## config.mk

```make
export PLATFORM = sky130hd
export DESIGN_NAME = pulse_meter
export DESIGN_NICKNAME = d
export VERILOG_FILES = /design/src/rtl/pulse_meter_pkg.sv /design/src/rtl/pulse_meter_edge.sv /design/src/rtl/pulse_meter_timebase.sv /design/src/rtl/pulse_meter_capture.sv /design/src/rtl/pulse_meter.sv
export SDC_FILE = /design/constraint.sdc
export NUM_CORES = 1
export LEC_CHECK = 0
export CAP_MARGIN = 10
export CORE_MARGIN = 1
export CORE_UTILIZATION = 50
export CTS_CLUSTER_SIZE = 12
export DETAILED_ROUTE_END_ITERATION = 12
export PLACE_DENSITY = 0.7
export SETUP_SLACK_MARGIN = 0.5
export SKIP_CTS_REPAIR_TIMING = 1
export SKIP_LAST_GASP = 1
export SLEW_MARGIN = 25
export SYNTH_ARGS = -nofsm -noshare
export SYNTH_HDL_FRONTEND = slang
export SYNTH_HIERARCHICAL = 1
export SYNTH_SLANG_ARGS = --single-unit
```

## constraint.sdc

```tcl
create_clock -name clk -period 3.2 [get_ports clk]
set_clock_uncertainty 0.05 [all_clocks]
set_input_delay 0.64 -clock clk [delete_from_list [all_inputs] [get_ports clk]]
set_output_delay 0.64 -clock clk [all_outputs]
set_load 0.05 [all_outputs]
```

## src/rtl/pulse_meter_pkg.sv

```systemverilog
package pulse_meter_pkg;

   localparam int REG_ADDR_W = 3;

   typedef enum logic [REG_ADDR_W-1:0] {
      REG_CTRL   = 3'd0,
      REG_PSC    = 3'd1,
      REG_MODE   = 3'd2,
      REG_STAT   = 3'd3,
      REG_PERIOD = 3'd4,
      REG_WIDTH  = 3'd5,
      REG_COUNT  = 3'd6
   } reg_addr_e;

   // control register bit positions
   localparam int CTRL_RUN = 0;
   localparam int CTRL_PIE = 1;
   localparam int CTRL_WIE = 2;

   // capture channel indices
   localparam int CH_PERIOD = 0;
   localparam int CH_WIDTH  = 1;
   localparam int NUM_CH    = 2;

   typedef struct packed {
      logic ovf;   // bit2
      logic wid;   // bit1
      logic per;   // bit0
   } flags_t;

endpackage

```

## src/rtl/pulse_meter_edge.sv

```systemverilog
module pulse_meter_edge #(
   parameter int STAGES = 2
) (
   input  logic clk,
   input  logic rst_n,
   input  logic pin_i,
   input  logic inv_i,
   output logic act_o,
   output logic opp_o
);

   if (STAGES < 2) begin : g_bad_stages
      $error("pulse_meter_edge: STAGES must be at least 2");
   end

   logic [STAGES-1:0] stg_q;
   logic              prev_q;
   logic              rise, fall;

   always_ff @(posedge clk or negedge rst_n) begin
      if (!rst_n) begin
         stg_q  <= '0;
         prev_q <= 1'b0;
      end else begin
         stg_q  <= {stg_q[STAGES-2:0], pin_i};
         prev_q <= stg_q[STAGES-1];
      end
   end

   assign rise  = stg_q[STAGES-1] & ~prev_q;
   assign fall  = ~stg_q[STAGES-1] & prev_q;
   assign act_o = inv_i ? fall : rise;
   assign opp_o = inv_i ? rise : fall;

endmodule

```

## src/rtl/pulse_meter_timebase.sv

```systemverilog
module pulse_meter_timebase #(
   parameter int CNT_W = 16,
   parameter int PSC_W = 16
) (
   input  logic             clk,
   input  logic             rst_n,
   input  logic             run_i,
   input  logic             clear_i,
   input  logic             restart_i,
   input  logic [PSC_W-1:0] psc_i,
   output logic [CNT_W-1:0] count_o,
   output logic             wrap_o
);

   localparam logic [CNT_W-1:0] CNT_TOP = '1;

   logic [PSC_W-1:0] pre_q;
   logic [CNT_W-1:0] cnt_q;
   logic             tick;

   assign tick = (pre_q == psc_i);

   always_ff @(posedge clk or negedge rst_n) begin
      if (!rst_n) begin
         pre_q <= '0;
         cnt_q <= '0;
      end else if (clear_i) begin
         pre_q <= '0;
         cnt_q <= '0;
      end else if (run_i) begin
         if (restart_i) begin
            pre_q <= '0;
            cnt_q <= '0;
         end else if (tick) begin
            pre_q <= '0;
            cnt_q <= cnt_q + 1'b1;
         end else begin
            pre_q <= pre_q + 1'b1;
         end
      end
   end

   // a restart takes the place of the wrap, so it never reports overflow
   assign wrap_o  = run_i && !clear_i && !restart_i && tick && (cnt_q == CNT_TOP);
   assign count_o = cnt_q;

endmodule

```

## src/rtl/pulse_meter_capture.sv

```systemverilog
module pulse_meter_capture #(
   parameter int CNT_W = 16
) (
   input  logic             clk,
   input  logic             rst_n,
   input  logic             clear_i,
   input  logic             strobe_i,
   input  logic [CNT_W-1:0] value_i,
   output logic [CNT_W-1:0] cap_o
);

   always_ff @(posedge clk or negedge rst_n) begin
      if (!rst_n)        cap_o <= '0;
      else if (clear_i)  cap_o <= '0;
      else if (strobe_i) cap_o <= value_i;
   end

endmodule

```

## src/rtl/pulse_meter.sv

```systemverilog
module pulse_meter
   import pulse_meter_pkg::*;
#(
   parameter int CNT_W       = 16,
   parameter int PSC_W       = 16,
   parameter int DATA_W      = 16,
   parameter int SYNC_STAGES = 2
) (
   input  logic                  clk,
   input  logic                  rst_n,
   input  logic                  pin_i,
   input  logic                  wr_en_i,
   input  logic [REG_ADDR_W-1:0] addr_i,
   input  logic [DATA_W-1:0]     wdata_i,
   output logic [DATA_W-1:0]     rdata_o,
   output logic                  irq_o
);

   if (DATA_W < CNT_W || DATA_W < PSC_W || DATA_W < 3) begin : g_bad_width
      $error("pulse_meter: DATA_W must cover counter, prescaler and control fields");
   end
   if (CNT_W < 2) begin : g_bad_cnt
      $error("pulse_meter: CNT_W must be at least 2");
   end

   // register decode
   logic wr_ctrl, wr_psc, wr_mode, wr_stat, reconfig;
   assign wr_ctrl  = wr_en_i && (addr_i == REG_CTRL);
   assign wr_psc   = wr_en_i && (addr_i == REG_PSC);
   assign wr_mode  = wr_en_i && (addr_i == REG_MODE);
   assign wr_stat  = wr_en_i && (addr_i == REG_STAT);
   assign reconfig = wr_psc | wr_mode;

   logic             run_q;
   logic [1:0]       ie_q;
   logic [PSC_W-1:0] psc_q;
   logic             inv_q;
   flags_t           flags_q;

   // input edges
   logic act_edge, opp_edge, act_hit, opp_hit;

   pulse_meter_edge #(.STAGES(SYNC_STAGES)) u_edge (
      .clk   (clk),
      .rst_n (rst_n),
      .pin_i (pin_i),
      .inv_i (inv_q),
      .act_o (act_edge),
      .opp_o (opp_edge)
   );

   assign act_hit = run_q && act_edge;
   assign opp_hit = run_q && opp_edge;

   // timebase
   logic [CNT_W-1:0] cnt;
   logic             wrap;

   pulse_meter_timebase #(.CNT_W(CNT_W), .PSC_W(PSC_W)) u_tb (
      .clk       (clk),
      .rst_n     (rst_n),
      .run_i     (run_q),
      .clear_i   (reconfig),
      .restart_i (act_hit),
      .psc_i     (psc_q),
      .count_o   (cnt),
      .wrap_o    (wrap)
   );

   // capture channels: channel 0 on active edge, channel 1 on opposite edge
   logic [NUM_CH-1:0] cap_stb;
   logic [CNT_W-1:0]  cap_val [NUM_CH];

   assign cap_stb[CH_PERIOD] = act_hit;
   assign cap_stb[CH_WIDTH]  = opp_hit;

   for (genvar c = 0; c < NUM_CH; c++) begin : g_cap
      pulse_meter_capture #(.CNT_W(CNT_W)) u_cap (
         .clk      (clk),
         .rst_n    (rst_n),
         .clear_i  (reconfig),
         .strobe_i (cap_stb[c]),
         .value_i  (cnt),
         .cap_o    (cap_val[c])
      );
   end

   // flag update: software clear first, hardware set on top of it
   logic [2:0] flags_kept, flags_next;
   assign flags_kept = wr_stat ? (flags_q & wdata_i[2:0]) : flags_q;
   assign flags_next = flags_kept | {wrap, opp_hit, act_hit};

   always_ff @(posedge clk or negedge rst_n) begin
      if (!rst_n) begin
         run_q   <= 1'b0;
         ie_q    <= '0;
         psc_q   <= '0;
         inv_q   <= 1'b0;
         flags_q <= '0;
      end else if (reconfig) begin
         run_q   <= 1'b0;
         ie_q    <= '0;
         flags_q <= '0;
         if (wr_psc)  psc_q <= wdata_i[PSC_W-1:0];
         if (wr_mode) inv_q <= wdata_i[0];
      end else if (wr_ctrl && !wdata_i[CTRL_RUN]) begin
         run_q   <= 1'b0;
         ie_q    <= '0;
         flags_q <= '0;
      end else if (wr_ctrl && !run_q) begin
         run_q   <= 1'b1;
         ie_q    <= wdata_i[CTRL_WIE:CTRL_PIE];
         flags_q <= '0;
      end else begin
         flags_q <= flags_next;
      end
   end

   assign irq_o = (flags_q.per & ie_q[0]) | (flags_q.wid & ie_q[1]);

   // read port
   always_comb begin
      rdata_o = '0;
      case (reg_addr_e'(addr_i))
         REG_CTRL:   rdata_o = DATA_W'({ie_q, run_q});
         REG_PSC:    rdata_o = DATA_W'(psc_q);
         REG_MODE:   rdata_o = DATA_W'(inv_q);
         REG_STAT:   rdata_o = DATA_W'(flags_q);
         REG_PERIOD: rdata_o = DATA_W'(cap_val[CH_PERIOD]);
         REG_WIDTH:  rdata_o = DATA_W'(cap_val[CH_WIDTH]);
         REG_COUNT:  rdata_o = DATA_W'(cnt);
         default:    rdata_o = '0;
      endcase
   end

   logic unused_wdata;
   assign unused_wdata = ^wdata_i;

endmodule

```

==> reports/results.ini <==
[status]
status=completed

[power_and_ir_drop]
peakVddDrop_uv=388.9
p_int_mw=2.071
swShare_pct=34.73
power_density_nw_per_um2=518.8
p_leak_nw=2.618
power.total_mw=3.173
switchingPower_mw=1.102
p_clk_share_pct=26.1
combPwrFrac_pct=26.1
pwr-share-seq_pct=47.8

[layout]
post-route-util_pct=62.00
multiInputGateArea_um2=2690
diodes=0
n_fill_cell=833
final_cells=668
fin_area_um2=6116
drive_above_1_share_pct=18.69
layout.nets=555
area.growth.synth_to_final_pct=19.39
ff_latch_area_um2=2252

[synth]
synth_warnings=6
synth_edf_count=0
syn-num-nets=520
synth_top_cells_by_count=dfrtp_1 (90), nor2_1 (58), mux2i_1 (41), a22oi_1 (27), nand2_1 (25)
synth_seq_cells=90
ys_types=67
yosysMostFrequentCell=dfrtp_1
synth_area_leaders=dfrtp_1 (44%), mux2i_1 (8.0%), nor2_1 (4.3%), xor2_1 (4.1%), a22oi_1 (4.0%)
synth_top_area_share_pct=43.97
ys_seq_area_share_pct=43.97
synth_top_area_cell=dfrtp_1
async_reset_ff_share_pct=100.0
avgSynthCellArea_um2=10.35
netlist_instances=495
netlist_area_um2=5122
synth_ff_type=dfrtp_1

[sta]
max_freq_mhz=395.8
finalCritPeriodShare_pct=78.96
drv_slew=0
slew_headroom_pct=39.83
holdWs_ns=0.2707
setup_tns_ns=0
fin_crit_ns=2.527
hold_viol_final=0
timing.final.ws_setup_ns=0.6732
finalSetupViolCount=0
rsz0062_at_grt=false
tightest_slew_ns=0.9015

[global_route]
grt_pass1_wl_um=21230
antenna_found_initial=0
grt_max_degree=57
met2_usage_pct=42.72
grt_overflow=0
grt_pass1_vias=3981
grt_use_met1_pct=36.66
busiest_layer=met2
gr-usage-met3_pct=6.183
grt_usage_pct=26.78

[setup_path]
reg2reg_setup_slack_ns=0.77
cp_slowest_cell=dlymetal6s2s_1
worstPathMaxFanout=14
critPathKind=input port to output pin
rr_endpoint=u_tb/pre_q[13]
cp.required_ns=2.51
cpPeakStageDelay_ns=0.29
crit_path_start=addr_i[1]
path_cells=dlymetal6s2s_1, nor2b_1, buf_6, a22oi_1, o22ai_2, buf_12
setup.worst_path.end_class=output pin
r2r_start=u_edge/prev_q
crit_end=rdata_o[3]
worstSetupStartpointType=input port
r2r_cells=8
critPathArrivalTime_ns=1.84

[floorplanning]
num_rows=36
io_pins=40
start_util_pct=51.93
dieArea_um2=10650
core_um2=9864
die-width_um=103.2
die_y_um=103.2

[placement]
dp_cells=649
gp_congestion=0.9248
postPlaceCellArea_um2=5808
post-place-ws_ns=0.2024
dp_hpwl_um=9307
io_buffers=39

[clocking]
clkSlewWorstSetupHoldPaths_ns=0.10
cts-root-buf=clkbuf_8
cts_made_buffers=9
cts_sinks=90
cts_buffer_depth=2
clk_latency_ns=0.37
htree_levels=3
cts_tree=yes

[detailed_routing]
wl_per_cell_um=19.62
drc=0
wirelength_um=13110
first_pass_iters=5
drt_iter0_drc=288
vias=4057
drt-vias-per-instance=6.073
ant_nets=0

[hold_path]
min_path_type=input port to async pin

[flow_run]
maxCapViolCount=0

[cell usage in the layout, fill, tap and decap left out, types with 4 or more instances in the layout]
cell type / instances
a21oi_1: 10
a22oi_1: 27
a311o_1: 4
a31oi_1: 7
and3_1: 7
buf_12: 18
buf_4: 15
buf_6: 5
clkbuf_8: 9
clkdlybuf4s50_1: 19
dfrtp_1: 90
inv_1: 11
mux2_2: 7
mux2_4: 10
mux2i_1: 41
nand2_1: 25
nand3_1: 14
nand3b_1: 6
nand4_1: 6
nor2_1: 58
nor2b_1: 9
nor3_1: 5
nor4_1: 4
o211ai_1: 5
o21ai_0: 11
o22ai_2: 13
or4_1: 7
xnor2_1: 4
xor2_1: 24
[state kept, by name (all words and copies together) (netlist names)]
register / flops
inv_q: 1
u_tb/count_o: 16
flags_q: 3
u_edge/stg_q: 2
psc_q: 16
u_tb/pre_q: 16
ie_q: 2
u_edge/prev_q: 1
g_cap.u_cap/cap_o: 32
run_q: 1
[power groups by stage]
stage	clock network, mW	logic [mW]	registers [mW]
floorplan	0	0.587	1.44
global placement	0	0.786	1.52
detailed placement	0	0.810	1.53
CTS	0.847	0.814	1.51
global route	0.893	0.894	1.54
finish	0.827	0.828	1.52
[layer usage]
metal,routed length [um],part of all wire (%)
met5,0,0
met4,239,1.8
met3,863,6.6
met2,6207,47
met1,5798,44
[worst min-delay path by stage]
stage	start	end	slack [ns]
3_3_place_gp	u_edge/stg_q[0]	u_edge/stg_q[1]	0.29
3_5_place_dp	u_edge/stg_q[0]	u_edge/stg_q[1]	0.29
6_report	rst_n	g_cap[1].u_cap/cap_o[10]	0.27
4_1_cts	rst_n	g_cap[1].u_cap/cap_o[10]	0.31
5_1_grt	rst_n	g_cap[0].u_cap/cap_o[10]	0.33
2_1_floorplan	u_edge/stg_q[0]	u_edge/stg_q[1]	0.28
[cell families (layout without fill, tap and decap cells)]
kind of cell / Yosys count / in the layout / synth area share (%)
xor gates and xnor gates: 28 / 28 / 4.787
and+or+nand+nor: 167 / 167 / 18.22
muxes: 58 / 58 / 12.48
adders and majority gates: 2 / 2 / 0.4884
AOI/OAI and AO/OA: 103 / 103 / 14.24
buffers and inverters: 47 / 87 / 5.813
DFF: 90 / 90 / 43.97
[worst max-delay path: cells and delay by family]
family | cells | cell delay, ns
compound gates | 2 | 0.32
buf+inv | 3 | 0.65
simple gates | 1 | 0.23
[final cells by class]
class	instances	area share [%]
Clock buffer	9	2.025
Clock inverter	7	1.391
Inverter	11	0.6751
Multi-Input combinational cell	358	43.99
Sequential cell	90	36.82
Tap cell	133	2.721
Timing Repair Buffer	60	12.38
Note: power is estimated with default switching activity, not from simulation.
